<file path="config.mk">
export PLATFORM = sky130hd
export DESIGN_NAME = irq_pend_ctrl
export DESIGN_NICKNAME = d
export VERILOG_FILES = /design/src/rtl/irq_pkg.sv /design/src/rtl/irq_in_sync.sv /design/src/rtl/irq_pend_bank.sv /design/src/rtl/irq_pick.sv /design/src/rtl/irq_pend_ctrl.sv
export SDC_FILE = /design/constraint.sdc
export NUM_CORES = 1
export LEC_CHECK = 0
export ABC_AREA = 1
export CORE_UTILIZATION = 52
export DETAILED_ROUTE_END_ITERATION = 6
export PLACE_DENSITY = 0.89
export SYNTH_ARGS = -nofsm -noshare
export SYNTH_HDL_FRONTEND = slang
export SYNTH_SLANG_ARGS = --single-unit
export TNS_END_PERCENT = 50
</file>
<file path="constraint.sdc">
create_clock -name clk -period 2.2 [get_ports clk]
set_input_delay 0.22 -clock clk [delete_from_list [all_inputs] [get_ports clk]]
set_output_delay 0.22 -clock clk [all_outputs]
set_load 0.1 [all_outputs]
</file>
<file path="src/rtl/irq_pkg.sv">
package irq_pkg;
  localparam int unsigned OFF_SET  = 'h820;
  localparam int unsigned OFF_CLR  = 'h824;
  localparam int unsigned OFF_MASK = 'h828;

  typedef enum logic [1:0] {
    SEL_NONE = 2'd0,
    SEL_SET  = 2'd1,
    SEL_CLR  = 2'd2,
    SEL_MASK = 2'd3
  } reg_sel_t;
endpackage

</file>
<file path="src/rtl/irq_in_sync.sv">
module irq_in_sync #(
  parameter int unsigned N = 32,
  parameter logic [N-1:0] ACT_LOW = '0
) (
  input  logic         clk,
  input  logic         rst,
  input  logic [N-1:0] raw,
  output logic [N-1:0] act,
  output logic [N-1:0] rise
);
  logic [N-1:0] s1, s2, prev;

  for (genvar i = 0; i < N; i++) begin : g_line
    always_ff @(posedge clk) begin
      if (rst) begin
        s1[i] <= ACT_LOW[i];
        s2[i] <= ACT_LOW[i];
        prev[i] <= 1'b0;
      end else begin
        s1[i] <= raw[i];
        s2[i] <= s1[i];
        prev[i] <= act[i];
      end
    end
    assign act[i]  = s2[i] ^ ACT_LOW[i];
    assign rise[i] = act[i] & ~prev[i];
  end
endmodule

</file>
<file path="src/rtl/irq_pend_bank.sv">
module irq_pend_bank #(
  parameter int unsigned N = 32,
  parameter logic [N-1:0] EDGE = '1
) (
  input  logic         clk,
  input  logic         rst,
  input  logic [N-1:0] act,
  input  logic [N-1:0] rise,
  input  logic [N-1:0] sw_set,
  input  logic [N-1:0] sw_clr,
  input  logic [N-1:0] ack_clr,
  output logic [N-1:0] pend_view
);
  logic [N-1:0] edge_pend, edge_next;

  always_comb begin
    edge_next = (edge_pend | sw_set) & ~sw_clr & ~ack_clr;
    edge_next = (edge_next | rise) & EDGE;
  end

  always_ff @(posedge clk) begin
    if (rst) edge_pend <= '0;
    else     edge_pend <= edge_next;
  end

  assign pend_view = (edge_pend & EDGE) | (act & ~EDGE);


  clear_applies_chk: assert property (@(posedge clk) disable iff (rst)
    (|(sw_clr & ~rise & ~sw_set)) |=> ((edge_pend & $past(sw_clr & ~rise & ~sw_set)) == '0));

  set_wins_chk: assert property (@(posedge clk) disable iff (rst)
    (|(sw_clr & rise & EDGE)) |=> ((edge_pend & $past(sw_clr & rise & EDGE)) == $past(sw_clr & rise & EDGE)));

  ack_clears_chk: assert property (@(posedge clk) disable iff (rst)
    (|(ack_clr & ~rise & ~sw_set)) |=> ((edge_pend & $past(ack_clr & ~rise & ~sw_set)) == '0));
endmodule

</file>
<file path="src/rtl/irq_pick.sv">
module irq_pick #(
  parameter int unsigned N = 32,
  localparam int unsigned VW = (N > 1) ? $clog2(N) : 1
) (
  input  logic          clk,
  input  logic          rst,
  input  logic [N-1:0]  elig,
  output logic          req,
  output logic [VW-1:0] vec
);
  logic          hit;
  logic [VW-1:0] idx;

  always_comb begin
    hit = 1'b0;
    idx = '0;
    for (int i = N - 1; i >= 0; i--) begin
      if (elig[i]) begin
        hit = 1'b1;
        idx = VW'(i);
      end
    end
  end

  always_ff @(posedge clk) begin
    if (rst) begin
      req <= 1'b0;
      vec <= '0;
    end else begin
      req <= hit;
      vec <= idx;
    end
  end


  pick_valid_chk: assert property (@(posedge clk) disable iff (rst)
    req |-> (|($past(elig) & (N'(1) << vec))));

  pick_lowest_chk: assert property (@(posedge clk) disable iff (rst)
    req |-> (($past(elig) & ((N'(1) << vec) - N'(1))) == '0));
endmodule

</file>
<file path="src/rtl/irq_pend_ctrl.sv">
module irq_pend_ctrl
  import irq_pkg::*;
#(
  parameter int unsigned NSRC    = 32,
  parameter int unsigned ADDR_W  = 12,
  parameter logic [NSRC-1:0] EDGE_MODE = 32'hFFFF_FFF0,
  parameter logic [NSRC-1:0] ACT_LOW   = 32'h0000_000F,
  parameter int unsigned NMI_IDX = 4,
  localparam int unsigned VEC_W = (NSRC > 1) ? $clog2(NSRC) : 1
) (
  input  logic              clk,
  input  logic              rst,
  input  logic [NSRC-1:0]   irq_in,
  input  logic              glob_en,
  input  logic              bus_wr,
  input  logic [ADDR_W-1:0] bus_addr,
  input  logic [31:0]       bus_wdata,
  output logic [31:0]       bus_rdata,
  input  logic              disp_ack,
  input  logic [VEC_W-1:0]  disp_vec,
  output logic              irq_req,
  output logic [VEC_W-1:0]  irq_vec
);
  localparam logic [NSRC-1:0] NMI_BIT = NSRC'(1) << NMI_IDX;

  logic [NSRC-1:0] act, rise, pend_view, mask_q, elig;
  logic [NSRC-1:0] sw_set, sw_clr, ack_clr;
  reg_sel_t        sel;

  always_comb begin
    if (bus_addr == ADDR_W'(OFF_SET))       sel = SEL_SET;
    else if (bus_addr == ADDR_W'(OFF_CLR))  sel = SEL_CLR;
    else if (bus_addr == ADDR_W'(OFF_MASK)) sel = SEL_MASK;
    else                                    sel = SEL_NONE;
  end

  assign sw_set  = (bus_wr && sel == SEL_SET) ? bus_wdata[NSRC-1:0] : '0;
  assign sw_clr  = (bus_wr && sel == SEL_CLR) ? bus_wdata[NSRC-1:0] : '0;
  assign ack_clr = disp_ack ? (NSRC'(1) << disp_vec) : '0;

  irq_in_sync #(.N(NSRC), .ACT_LOW(ACT_LOW)) i_sync (
    .clk(clk), .rst(rst), .raw(irq_in), .act(act), .rise(rise)
  );

  irq_pend_bank #(.N(NSRC), .EDGE(EDGE_MODE)) i_bank (
    .clk(clk), .rst(rst), .act(act), .rise(rise),
    .sw_set(sw_set), .sw_clr(sw_clr), .ack_clr(ack_clr),
    .pend_view(pend_view)
  );

  always_ff @(posedge clk) begin
    if (rst) mask_q <= '0;
    else if (bus_wr && sel == SEL_MASK) mask_q <= bus_wdata[NSRC-1:0];
  end

  always_ff @(posedge clk) begin
    if (rst) bus_rdata <= '0;
    else begin
      unique case (sel)
        SEL_SET, SEL_CLR: bus_rdata <= 32'(pend_view);
        SEL_MASK:         bus_rdata <= 32'(mask_q);
        default:          bus_rdata <= '0;
      endcase
    end
  end

  assign elig = pend_view & mask_q & (glob_en ? '1 : NMI_BIT);

  irq_pick #(.N(NSRC)) i_pick (
    .clk(clk), .rst(rst), .elig(elig), .req(irq_req), .vec(irq_vec)
  );


  mask_block_chk: assert property (@(posedge clk) disable iff (rst)
    irq_req |-> (|($past(mask_q) & (NSRC'(1) << irq_vec))));

  nmi_only_chk: assert property (@(posedge clk) disable iff (rst)
    (irq_req && !$past(glob_en)) |-> (irq_vec == VEC_W'(NMI_IDX)));
endmodule

</file>
Word-level counts from Yosys, hierarchy flattened
Cells that the tools add are included.

Equality and inequality tests: 6. Shifts and indexed selects: 1. Muxes and demuxes: 71. Bitwise operators: 77. Reduce and logical (&&, ||, !) cells: 9.

Operators by type and width (count): $and 32x32->32 (4); $mux 32 (4); $mux 5 (16); $not 32->32 (2); $or 32x32->32 (2); $pmux 32 s2 (1); $eq 12x12->1 const B (3); $not 1->1 (36); $mux 1 (33); $and 1x1->1 (32); $mux 4 (8); $or 32x4->32 (1); $shl 1x5->32 const A (1); $reduce_or 17->1 (1); $mux 3 (4); $mux 2 (5); $reduce_or 9->1 (1); $reduce_or 5->1 (1); $eq 2x2->1 const B (2); $reduce_or 2->1 (2); $logic_and 1x1->1 (3); $reduce_or 3->1 (1); $eq 2x1->1 const B (1).

Register bits after elaboration: 198. Word-level logic and storage cells: 270.

Logic depth before layout (Yosys ltp)
Depth after elaboration: 36. Mapped depth: 32. Mapped depth without buffers: 32.

Modules after synthesis
From an unflattened synthesis, not the netlist that was laid out.

Cells, all modules: 1249. Area, all modules: 8743.4 um^2.

By module, submodules not included: irq_pend_ctrl (times used 1, cells an instance 543, area an instance 3563.4 um^2, sequential area each 1281.2 um^2); irq_in_sync (times used 1, cells an instance 359, area an instance 3045.4 um^2, sequential area each 1921.8 um^2); irq_pend_bank (times used 1, cells an instance 231, area an instance 1502.7 um^2, sequential area each 560.5 um^2); irq_pick (times used 1, cells an instance 116, area an instance 631.9 um^2, sequential area each 120.1 um^2).

Worst setup path after synthesis
Ideal clock, no wire load.

Path kind: input to register. From: input port bus_addr[9]. To: register bus_rdata[25]. Arrival: 1908 ps. Required time: 2129 ps. Slack: 221 ps. Stages on the path: 9. Path through: nor4_1 -> nand4_1 -> inv_1 -> ha_1 -> clkbuf_1 -> clkbuf_1 -> clkbuf_1 -> nand2_1 -> a21oi_1.

Cells in the longest elaborated chain, start to end: 7. Elaborated cells on any way between the ends: 11. Those cells by class: 6 x eq/ne; 4 x mux; 1 x reduce/logical.

Ends and longest elaborated chain: from (decl) (RTL line irq_pend_ctrl.sv:16) `input logic [ADDR_W-1:0] bus_addr,`; $eq 12x12->1 (RTL line irq_pend_ctrl.sv:33) `else if (bus_addr == ADDR_W'(OFF_MASK)) sel = SEL_MASK;`; $mux 2 (RTL line irq_pend_ctrl.sv:33); $mux 2 (RTL line irq_pend_ctrl.sv:32) `else if (bus_addr == ADDR_W'(OFF_CLR)) sel = SEL_CLR;`; $mux 2 * (RTL line irq_pend_ctrl.sv:31) `if (bus_addr == ADDR_W'(OFF_SET)) sel = SEL_SET;`; $eq 2x1->1 / $eq 2x2->1 (equally long branches) (RTL line irq_pend_ctrl.sv:59) `unique case (sel)`; $reduce_or 2->1 (RTL line irq_pend_ctrl.sv:59); $pmux 32 s2 * (RTL line irq_pend_ctrl.sv:59); to (signal assigned) (RTL line irq_pend_ctrl.sv:60) `SEL_SET, SEL_CLR: bus_rdata <= 32'(pend_view);`; to (signal assigned) (RTL line irq_pend_ctrl.sv:61) `SEL_MASK: bus_rdata <= 32'(mask_q);`; to (decl) (RTL line irq_pend_ctrl.sv:18) `output logic [31:0] bus_rdata,`.

Every way passes the cells marked *; elsewhere a longest branch is shown, timed or not. A chain may end at the register's enable or synchronous reset.

Final worst setup path
From: input port bus_addr[6]. To: register i_bank.edge_pend[19].

Cells in the longest elaborated chain, start to end: 11. Elaborated cells on any way between the ends: 17. Those cells by class: 5 x eq/ne; 5 x mux; 5 x bitwise; 2 x reduce/logical.

Ends and longest elaborated chain: $eq 12x12->1 (RTL line irq_pend_ctrl.sv:33); $mux 2 (RTL line irq_pend_ctrl.sv:33); $mux 2 (RTL line irq_pend_ctrl.sv:32); $mux 2 * (RTL line irq_pend_ctrl.sv:31); $eq 2x1->1 / $eq 2x2->1 (equally long branches) (RTL line irq_pend_ctrl.sv:37, irq_pend_ctrl.sv:38); $logic_and 1x1->1, on equally long branches (RTL line irq_pend_ctrl.sv:37, irq_pend_ctrl.sv:38); $mux 32, on equally long branches (RTL line irq_pend_ctrl.sv:37, irq_pend_ctrl.sv:38); $or 32x32->32 / $not 32->32 (equally long branches) (RTL line irq_pend_bank.sv:17) `edge_next = (edge_pend | sw_set) & ~sw_clr & ~ack_clr;`; $and 32x32->32 * (2 in series) (RTL line irq_pend_bank.sv:17); $or 32x32->32 * (RTL line irq_pend_bank.sv:18) `edge_next = (edge_next | rise) & EDGE;`; to (signal assigned) (RTL line irq_pend_bank.sv:23) `else edge_pend <= edge_next;`; to (decl) (RTL line irq_pend_bank.sv:14) `logic [N-1:0] edge_pend, edge_next;`.

Marks and branches as above.

==> reports/metrics.yaml <==
outcome:
  run_status: "finished clean"
clock_tree:
  cts-root-to-sink-buffers: 2
  tritoncts: "done"
  clk_transition_reported_paths_ns: 0.07
  postCtsHoldBufs: 0
  cts-htree-levels: 4
  cts_buffer_count: 17
  clock-root-buffer: "clkbuf_16"
  clock-sinks: 190
  clock_latency_on_the_worst_skew_pair_ns: 0.43
drt:
  route.antenna.remaining_nets: 0
  vias_per_cell: 5.17
  drtIter0Drc: 763
  vias: 6420
  detail_route.wl_per_cell_um: 14.6
  route.final.wire_length_mm: 18.1
  drt_pass1_iterations: 6
  detail_route.drc_violations: 0
global_route:
  grt_residual_overflow: 0
  grt_use_met3_pct: 5.31
  maximum_number_of_pins_on_one_net_before_global_route_repair: 96
  grt_busiest_layer: "met2"
  number_of_antenna_violations_at_the_first_check_in_global_routing: 0
  gr-usage-all-layers_pct: 26.8
  grt_pass1_vias: 5932
  globalRouteMet1Util_pct: 33.8
  use_met2_pct: 43.4
  grt_pass1_wl_mm: 29.2
cells_and_area:
  fin_nets: 1140
  reg_area_sq_um: 3810
  most-common-layout-cells: "dfxtp_1 (188), nand2_1 (144), inv_1 (142), nor2_1 (130), clkdlybuf4s50_1 (83)"
  final_util_pct: 70.1
  multi_input_comb_area_sq_um: 2550
  final_layout_size_suffix_gt1_share_pct: 13.0
  area_added_between_synthesis_and_finish_pct: 31.3
  layout.filler_cells: 1021
  final_common_cell: "dfxtp_1"
  finalNonFillerCells: 1241
floorplan:
  num_rows: 42
  fp.dieH_um: 119
  die_area_sq_um: 14100
  initial_utilization_pct: 53.4
  die_width_um: 119
  floorplan.core_area_sq_um: 13200
  design.portCount: 124
timing:
  fin_worst_hold_slack_ns: 0.298
  fin_worst_skew_ns: 0.00632
  worstMarginPinSlew_ns: 0.519
  final_min_period_over_clock_period_pct: 98.5
  relative_slew_slack_pct: 65.3
  timing.setup.tns_ns: 0
  max_freq_mhz: 462
  hold_viol: 0
  final-max-slew-violation-count: 0
  period_needed_ns: 2.17
  finalSetupViolCount: 0
  grt_setup_unrepaired: "true"
logic_synthesis:
  synth_xor_area_share_pct: 0
  synthDominantAreaCellType: "dfxtp_1"
  seq_area_frac_synth_pct: 53.8
  yosys.cell_types.count: 34
  synth_simple_gate_area_share_pct: 20.2
  synthesis.area_sq_um: 7070
  netlist.area_leader.share_pct: 53.8
  synth.mux.area_fraction_pct: 0
  postSynthRegisterBits: 190
  synth_warnings: 0
  yosys-top-cells-area: "dfxtp_1 (54%), nand2_1 (7.7%), inv_1 (7.5%)"
  share_of_the_synthesized_area_in_compound_gates_ao_oa_aoi_oai_pct: 15.1
  synth_top_family_by_area: "simple AND/OR/NAND/NOR gates"
  synthesis.instances: 912
  avgSynthCellArea_sq_um: 7.75
  postSynthNetCount: 1001
  synth_fa_ha_area_share_pct: 0.531
critical_path:
  path_cells: "clkdlybuf4s50_1 > nor4_1 > and3b_2 > nand2_1 > nor2_2 > inv_1 > ha_1 > nand2_1 > clkinv_1 > buf_6 > a22oi_1 > o21ai_0 > o22ai_1"
  r2r.worst_path.cells: 31
  critPathCaptureType: "flip-flop"
  timing.critical_path.slowest_stage_cell: "clkdlybuf4s50_1"
  criticalPathCategory: "in -> reg"
  crit_required_ns: 2.55
  crit_path_frequent_cell: "nand2_1"
  max_stage_delay_ns: 0.42
  startpoint_type: "input port"
  data_arrival_at_the_endpoint_of_the_critical_path_ns: 2.51
  crit_fanout: 17
placed_design:
  place.detailed.hpwl_mm: 12.8
  io_buffers: 123
  gp_routability_congestion: 0.985
  dp.cells: 1207
pwr:
  p_leak_uw: 0.00417
  p_per_area_nw_per_um2: 775
  vdd_ir_drop_max_uv: 491
min_path:
  hold_depth: 3
  hold_path_class: "in -> reg"
job:
  cap_viol_max_count: 0
per-layer routing:
layer,up-vias,wire length (um)
met5,-,0
met4,0,703
met3,54,1520
met2,299,8450
met1,2873,7460
li1,3194,-
report_power, final:
| group | switching, uW | internal (uW) | leakage (uW) |
|---|---|---|---|
| clock | 1310 | 1840 | 0.000295 |
| sequential | 50.9 | 3540 | 0.00155 |
| combinational | 224 | 230 | 0.00232 |
| total | 1590 | 5610 | 0.00417 |
final timing paths:
| kind | start | endpoint | slack [ns] |
|---|---|---|---|
| max | bus_addr[6] | i_bank.edge_pend[19] | 0.03 |
| min | irq_in[29] | i_sync.s1[29] | 0.30 |
| max reg2reg | i_bank.edge_pend[30] | i_pick.vec[0] | 0.08 |
| min reg2reg | i_sync.s1[21] | i_sync.act[21] | 0.40 |
critical path, delay by kind of cell:
kind,cells,cell delay [ns]
and+or+nand+nor,5,0.82
buffers and inverters,4,0.77
AOI/OAI and AO/OA,3,0.50
adders and majority gates,1,0.19
state kept, by name, summed over array words and instances, names as in the netlist:
signal	flops
i_sync.prev	28
i_bank.edge_pend	28
mask_q	32
i_pick.req	1
bus_rdata	32
i_pick.vec	5
i_sync.s2	4
i_sync.s1	32
i_sync.act	28
logic make-up (layout without fill, tap and decap cells):
logic type / count (synthesis) / count (layout)
AOI/OAI and AO/OA: 182 / 182
DFF: 190 / 190
adders and majority gates: 3 / 3
buffers and inverters: 193 / 345
and+or+nand+nor: 344 / 344
other: 0 / 1
synthesized netlist by cell type:
cell      instances
o211ai_1          3
buf_2             1
or2_2             9
nand3_1          28
nor4_1            7
clkinv_1          2
a31oi_1           3
nor2_2            1
a22oi_1          20
a21oi_1          61
a211oi_1          1
nand2_1         145
clkbuf_1         46
o21ai_0          50
inv_1           142
o22ai_1          27
nor3_1           14
buf_6             1
nor2_1          131
nand3_4           1
a311oi_1          1
a221oi_1          1
o31ai_1           1
o221ai_1          9
inv_2             1
a31o_2            1
o21bai_1          2
dfxtp_1         190
and3b_1           1
ha_1              3
a21oi_2           1
nand3_2           1
nand4_1           6
a41oi_1           1
per-stage QoR:
stage | setup WS, ns | total power [uW] | instance area, sq um
5_1_grt | -0.262 | 7440 | 9280
2_1_floorplan | 0.221 | 3840 | 7070
3_3_place_gp | -0.275 | 4100 | 8630
4_1_cts | 0.0201 | 7220 | 9250
6_report | 0.0337 | 7190 | 9280
3_5_place_dp | -0.325 | 4110 | 8630
final cells by class:
cell class / count / share of cell area (%)
sequential: 190 / 41.0
multi-input combinational: 529 / 27.5
timing repair buffer: 168 / 16.6
inverter: 145 / 5.87
clock buffer: 18 / 4.73
tap: 176 / 2.37
clock inverter: 14 / 1.96
antenna: 1 / 0.0270
repair_timing:
action,in CTS,in global routing
buffers inserted,0,1
hold endpoints to repair,0,0
gates resized for setup,0,8
endpoints found under the setup margin,0,17
Power figures use the tool's default switching activity.
